[src/rtl/abp_pkg.sv]
package abp_pkg;

  // Clamp a 32-bit signed value into the signed range of w bits.
  function automatic logic signed [31:0] clip_s(input logic signed [31:0] a,
                                                input int unsigned w);
    logic signed [31:0] hi;
    logic signed [31:0] lo;
    hi = (32'sd1 <<< (w - 1)) - 32'sd1;
    lo = -hi - 32'sd1;
    if (a > hi)      return hi;
    else if (a < lo) return lo;
    else             return a;
  endfunction

  // Multiply a signed residual by an unsigned fractional gain, floor-shifted.
  function automatic logic signed [31:0] gain_mul(input logic signed [31:0] r,
                                                  input logic [31:0] g,
                                                  input int unsigned frac);
    logic signed [31:0] p;
    p = r * $signed(g);
    return p >>> frac;
  endfunction

endpackage

[src/rtl/abp_axis.sv]
module abp_axis
  import abp_pkg::*;
#(
  parameter int W    = 16,
  parameter int GW   = 8,
  parameter int FRAC = 8,
  parameter int LIM  = 128
) (
  input  logic                clk,
  input  logic                rst_n,
  input  logic                step,
  input  logic                load,
  input  logic                accept,
  input  logic signed [W-1:0] meas,
  input  logic [GW-1:0]       alpha,
  input  logic [GW-1:0]       beta,
  output logic signed [W-1:0] est_pos,
  output logic signed [W-1:0] est_vel,
  output logic                out_of_range
);

  localparam logic signed [31:0] LIM32 = 32'(LIM);

  logic signed [W-1:0] pos_q, vel_q;
  logic signed [31:0]  pos_pred32, diff32, resid32, pos_upd32, vel_upd32;
  logic                coast_evt;

  always_comb begin
    pos_pred32 = clip_s(32'(pos_q) + 32'(vel_q), W);
    diff32     = 32'(meas) - pos_pred32;
    resid32    = clip_s(diff32, W);
    pos_upd32  = clip_s(pos_pred32 + gain_mul(resid32, 32'(alpha), FRAC), W);
    vel_upd32  = clip_s(32'(vel_q) + gain_mul(resid32, 32'(beta), FRAC), W);
  end

  assign out_of_range = (diff32 > LIM32) || (diff32 < -LIM32);
  assign coast_evt    = step && !load && !accept;

  always_ff @(posedge clk) begin
    if (!rst_n) begin
      pos_q <= '0;
      vel_q <= '0;
    end else if (step) begin
      if (load) begin
        pos_q <= meas;
        vel_q <= '0;
      end else if (accept) begin
        pos_q <= W'(pos_upd32);
        vel_q <= W'(vel_upd32);
      end else begin
        pos_q <= W'(pos_pred32);
      end
    end
  end

  assign est_pos = pos_q;
  assign est_vel = vel_q;

  AST_INIT_LOAD: assert property (@(posedge clk) disable iff (!rst_n)
    step && load |=> (est_vel == '0) && (est_pos == $past(meas)));

  AST_COAST_VEL: assert property (@(posedge clk) disable iff (!rst_n)
    coast_evt |=> est_vel == $past(est_vel));

  AST_NO_OVERFLOW: assert property (@(posedge clk) disable iff (!rst_n)
    step && !load && accept && (resid32 >= 0) |=> 32'(est_pos) >= $past(pos_pred32));

endmodule

[src/rtl/abp_lead.sv]
module abp_lead
  import abp_pkg::*;
#(
  parameter int W   = 16,
  parameter int DTW = 4
) (
  input  logic                clk,
  input  logic                rst_n,
  input  logic                fire,
  input  logic signed [W-1:0] pos,
  input  logic signed [W-1:0] vel,
  input  logic [DTW-1:0]      dt,
  output logic signed [W-1:0] lead
);

  logic signed [31:0] lead32;
  logic signed [W-1:0] lead_q;

  assign lead32 = clip_s(32'(pos) + 32'(vel) * $signed(32'(dt)), W);

  always_ff @(posedge clk) begin
    if (!rst_n)    lead_q <= '0;
    else if (fire) lead_q <= W'(lead32);
  end

  assign lead = lead_q;

  AST_LEAD_HOLD: assert property (@(posedge clk) disable iff (!rst_n)
    !fire |=> $stable(lead));

  AST_LEAD_NO_WRAP: assert property (@(posedge clk) disable iff (!rst_n)
    fire && (vel >= 0) |=> lead >= $past(pos));

endmodule

[src/rtl/abp_tracker.sv]
module abp_tracker #(
  parameter int W    = 16,
  parameter int GW   = 8,
  parameter int FRAC = 8,
  parameter int DTW  = 4,
  parameter int CW   = 8,
  parameter int LIM  = 128
) (
  input  logic                clk,
  input  logic                rst_n,
  input  logic                meas_vld,
  input  logic signed [W-1:0] meas_x,
  input  logic signed [W-1:0] meas_y,
  input  logic                pred_req,
  input  logic [GW-1:0]       alpha,
  input  logic [GW-1:0]       beta,
  input  logic [DTW-1:0]      lead_dt,
  input  logic [CW-1:0]       conf_in,
  input  logic                conf_ok,
  output logic                pred_valid,
  output logic signed [W-1:0] pred_x,
  output logic signed [W-1:0] pred_y,
  output logic [CW-1:0]       pred_conf
);

  localparam int NAX = 2;

  logic                inited;
  logic                first_load;
  logic                reject;
  logic                trig_q;
  logic [NAX-1:0]      big;
  logic signed [W-1:0] meas_a [NAX];
  logic signed [W-1:0] pos_a  [NAX];
  logic signed [W-1:0] vel_a  [NAX];
  logic signed [W-1:0] lead_a [NAX];

  assign meas_a[0]  = meas_x;
  assign meas_a[1]  = meas_y;
  assign first_load = meas_vld && !inited;
  assign reject     = |big;

  for (genvar i = 0; i < NAX; i++) begin : g_axis
    abp_axis #(.W(W), .GW(GW), .FRAC(FRAC), .LIM(LIM)) u_axis (
      .clk(clk), .rst_n(rst_n), .step(meas_vld), .load(first_load),
      .accept(!reject), .meas(meas_a[i]), .alpha(alpha), .beta(beta),
      .est_pos(pos_a[i]), .est_vel(vel_a[i]), .out_of_range(big[i]));

    abp_lead #(.W(W), .DTW(DTW)) u_lead (
      .clk(clk), .rst_n(rst_n), .fire(trig_q), .pos(pos_a[i]),
      .vel(vel_a[i]), .dt(lead_dt), .lead(lead_a[i]));
  end

  always_ff @(posedge clk) begin
    if (!rst_n) begin
      inited     <= 1'b0;
      trig_q     <= 1'b0;
      pred_valid <= 1'b0;
      pred_conf  <= '0;
    end else begin
      inited     <= inited | meas_vld;
      trig_q     <= meas_vld | pred_req;
      pred_valid <= trig_q & conf_ok;
      if (trig_q) pred_conf <= conf_in;
    end
  end

  assign pred_x = lead_a[0];
  assign pred_y = lead_a[1];

  AST_VALID_GATED: assert property (@(posedge clk) disable iff (!rst_n)
    pred_valid |-> $past(conf_ok) && $past(trig_q));

  AST_VALID_TIMING: assert property (@(posedge clk) disable iff (!rst_n)
    meas_vld |=> ##1 (pred_valid == $past(conf_ok)));

endmodule

[config.mk]
export PLATFORM = sky130hd
export DESIGN_NAME = abp_tracker
export DESIGN_NICKNAME = d
export VERILOG_FILES = /design/src/rtl/abp_pkg.sv /design/src/rtl/abp_axis.sv /design/src/rtl/abp_lead.sv /design/src/rtl/abp_tracker.sv
export SDC_FILE = /design/constraint.sdc
export NUM_CORES = 2
export LEC_CHECK = 0
export ABC_AREA = 0
export CAP_MARGIN = 20
export CORE_AREA = 2 2 253 280
export DETAILED_ROUTE_END_ITERATION = 10
export DIE_AREA = 0 0 255 282
export PLACE_DENSITY = 0.85
export SLEW_MARGIN = 20
export SYNTH_ARGS = -nofsm -noshare
export SYNTH_HDL_FRONTEND = slang
export SYNTH_SLANG_ARGS = --single-unit
[constraint.sdc]
create_clock -name clk -period 19.45 [get_ports clk]
set_clock_uncertainty 0.05 [all_clocks]
set_input_delay 2.9175 -clock clk [delete_from_list [all_inputs] [get_ports clk]]
set_output_delay 2.9175 -clock clk [all_outputs]
set_load 0.01 [all_outputs]
==> run summary <==
Sink Count - 107
Dominant cell type by area after synthesis - fa_1
Row count - 101
Number of global-route vias before repair - 38300
CTS Hold Bufs - 0
Post-synth EDFFs - 0
Yosys top cell area share - 0.327
Commonest cells after routing, fill and taps aside - inv_1, fa_1, nand2_1, and2_1, ha_1
Main flop type after synthesis - dfxtp_1
Seq/Total Area, Yosys - 0.0481
Die Y - 282 µm
Fin area - 0.0465 mm²
Total number of vias - 37200
FMAX - 0.0612 GHz
Mapped Cells - 5408
Fin nets - 6626
Starting DRT DRC Count - 2852
Slowest cell on the critical path - a21boi_1
Cell Area, Synth - 0.0445 mm²
Final min period - 16330 ps
Routed WL - 116 mm
CTS buffer count - 9
Io pins - 106
Post-route DRC violation count - 0
Syn Nets - 6684
Crit-path most repeated cell - ha_1
Slew Limit Fails - 0
Setup TNS - 0 ps
Initial antenna violation count - 0
Async SR Flop Fraction - 0
HPWL after DPL - 91.8 mm
Clock root buffer - clkbuf_16
Pre-antenna DRT Iters - 6
RSZ-0062 raised after global routing - false
Hold Crit Class - reg -> reg
Fin crit share - 0.839
Die W - 255 µm
Yosys warnings - 0
Setup bufs post-CTS - 0
#FFs+latches synth - 107
Buffers from clock root to sink, at most - 2
Layout overhead on the synthesized area - 4.54%
Max-Cap Viols - 0
Clk Latency, worst-skew pair - 370 ps
Clock-pin slew on the worst setup and hold paths - 80 ps
Layout cells sized above 1 - 0.0252
Total track usage - 0.329
Vias per cell - 5.92
Critical Path Start Type - flop
Final Hold Fails - 0
WP data required - 19660 ps
Core footprint - 0.0689 mm²
Full die area - 0.0719 mm²
PortBufs - 105
Cts repair resizes - 0
Post-DRT Antenna Nets - 0
Starting density of the core - 0.646
Final setup fails - 0
Total global routing overflow - 0
Worst setup EP type - flop
Relative slew slack - 0.245
Synth unique cells - 98
WS Path Type - reg -> reg
Avg WL per Cell - 18.4 µm
Worst path max stage delay - 750 ps
Gpl congestion - 0.950
Top cells by area, synth - fa_1, ha_1, inv_1, and2_1, nand2_1
Area after DPL - 0.0462 mm²
Measured slew at the worst slew-check pin - 1130 ps
Largest net degree at the start of global routing - 92
Maximum fanout count along the critical path - 23
First-pass GRT wire length - 190 mm
Syn avg cell area - 8.23 µm²
Commonest non-fill, non-tap cell in the layout - inv_1
Status - completed
Arrival time at the worst endpoint - 16530 ps
Htree depth - 3
CTS tree - yes
N_diodes - 0
## cells by family (layout without fill, tap and decap cells)
kind of cell	Yosys count	in the layout	synth area share
XOR/XNOR	286	286	0.0566
buffers and inverters	1203	1150	0.102
adder cells (fa/ha/maj)	1213	1213	0.464
AO/OA/AOI/OAI	922	922	0.136
AND/OR/NAND/NOR	1658	1658	0.190
flip-flops	107	107	0.0481
multiplexers	19	19	0.00436
## worst max-delay path, delay by kind of cell, from the launching register on
family          cells  cell delay (ps)
simple gates       17             4390
xor+xnor            1              130
fa+ha+maj          10             3850
compound gates     25             7030
flops               1              450
buf+inv             3              310
## cells in the mapped netlist, drive strengths merged, types with 7 or more instances
master / instances
inv: 975
fa: 728
nand2: 599
and2: 504
ha: 483
a21oi: 267
o21ai: 217
clkbuf: 215
xnor2: 199
nor2: 186
dfxtp: 107
a21o: 103
xor2: 86
nand2b: 53
nand3: 53
nor2b: 47
nor3: 46
o21a: 45
a211oi: 37
nand4: 28
and3: 25
o21bai: 24
or3: 24
a22o: 22
a31oi: 19
nand3b: 19
o31ai: 19
a221o: 18
mux2i: 16
or2: 14
a21boi: 13
a31o: 13
a211o: 12
and4: 12
buf: 12
o211ai: 12
o22ai: 12
a2111oi: 11
o311ai: 11
nor4: 9
a2111o: 7
nand4b: 7
or4: 7
## area by class of cell
class	instances	area, µm²
multi-input cells	4098	37900
repair buffers	158	1410
flip-flops and latches	107	2140
clock inverters	6	62.6
fillers	5479	22300
well taps	927	1160
inverters	976	3660
clock buffers	10	239
## layer usage
metal / global-route usage / wire length [µm] / share of wire / up-vias
li1: - / - / - / 17100
met3: 0.0629 / 9830 / 0.085 / 308
met1: 0.416 / 46300 / 0.40 / 18300
met4: 0.132 / 4810 / 0.042 / 0
met2: 0.556 / 54600 / 0.47 / 1479
met5: 0 / 0 / 0 / -
## sequential cells by signal (all words and copies together), names as in the netlist
| name | count |
|---|---|
| pred_conf | 8 |
| g_axis.u_axis.est_pos | 32 |
| inited | 1 |
| g_axis.u_lead.lead | 32 |
| trig_q | 1 |
| pred_valid | 1 |
| g_axis.u_axis.est_vel | 32 |
## path summary, 6_finish.rpt
kind | from | end | slack, ps | cells past startpoint
setup / recovery | g_axis[1].u_axis.est_vel[0] | g_axis[1].u_axis.est_vel[10] | 3120 | 56
hold reg to reg | g_axis[1].u_lead.lead[15] | g_axis[1].u_lead.lead[15] | 430 | 2
setup reg to reg | g_axis[1].u_axis.est_vel[0] | g_axis[1].u_axis.est_vel[10] | 3120 | 56
hold / removal | g_axis[1].u_lead.lead[15] | g_axis[1].u_lead.lead[15] | 430 | 2
## through the flow
step	instances	util	worst slack, ps	hold WS, ps
finish	6282	0.676	3120	432
CTS	6282	0.676	3300	438
global route	6282	0.676	1980	462
floorplan	5408	-	5210	435
global placement	6266	0.671	3500	416
detailed placement	6266	0.671	3330	422
Power is left out: the tool's default activity adds up to more than one toggle a clock period on the data nets, which glitch-free logic cannot reach.
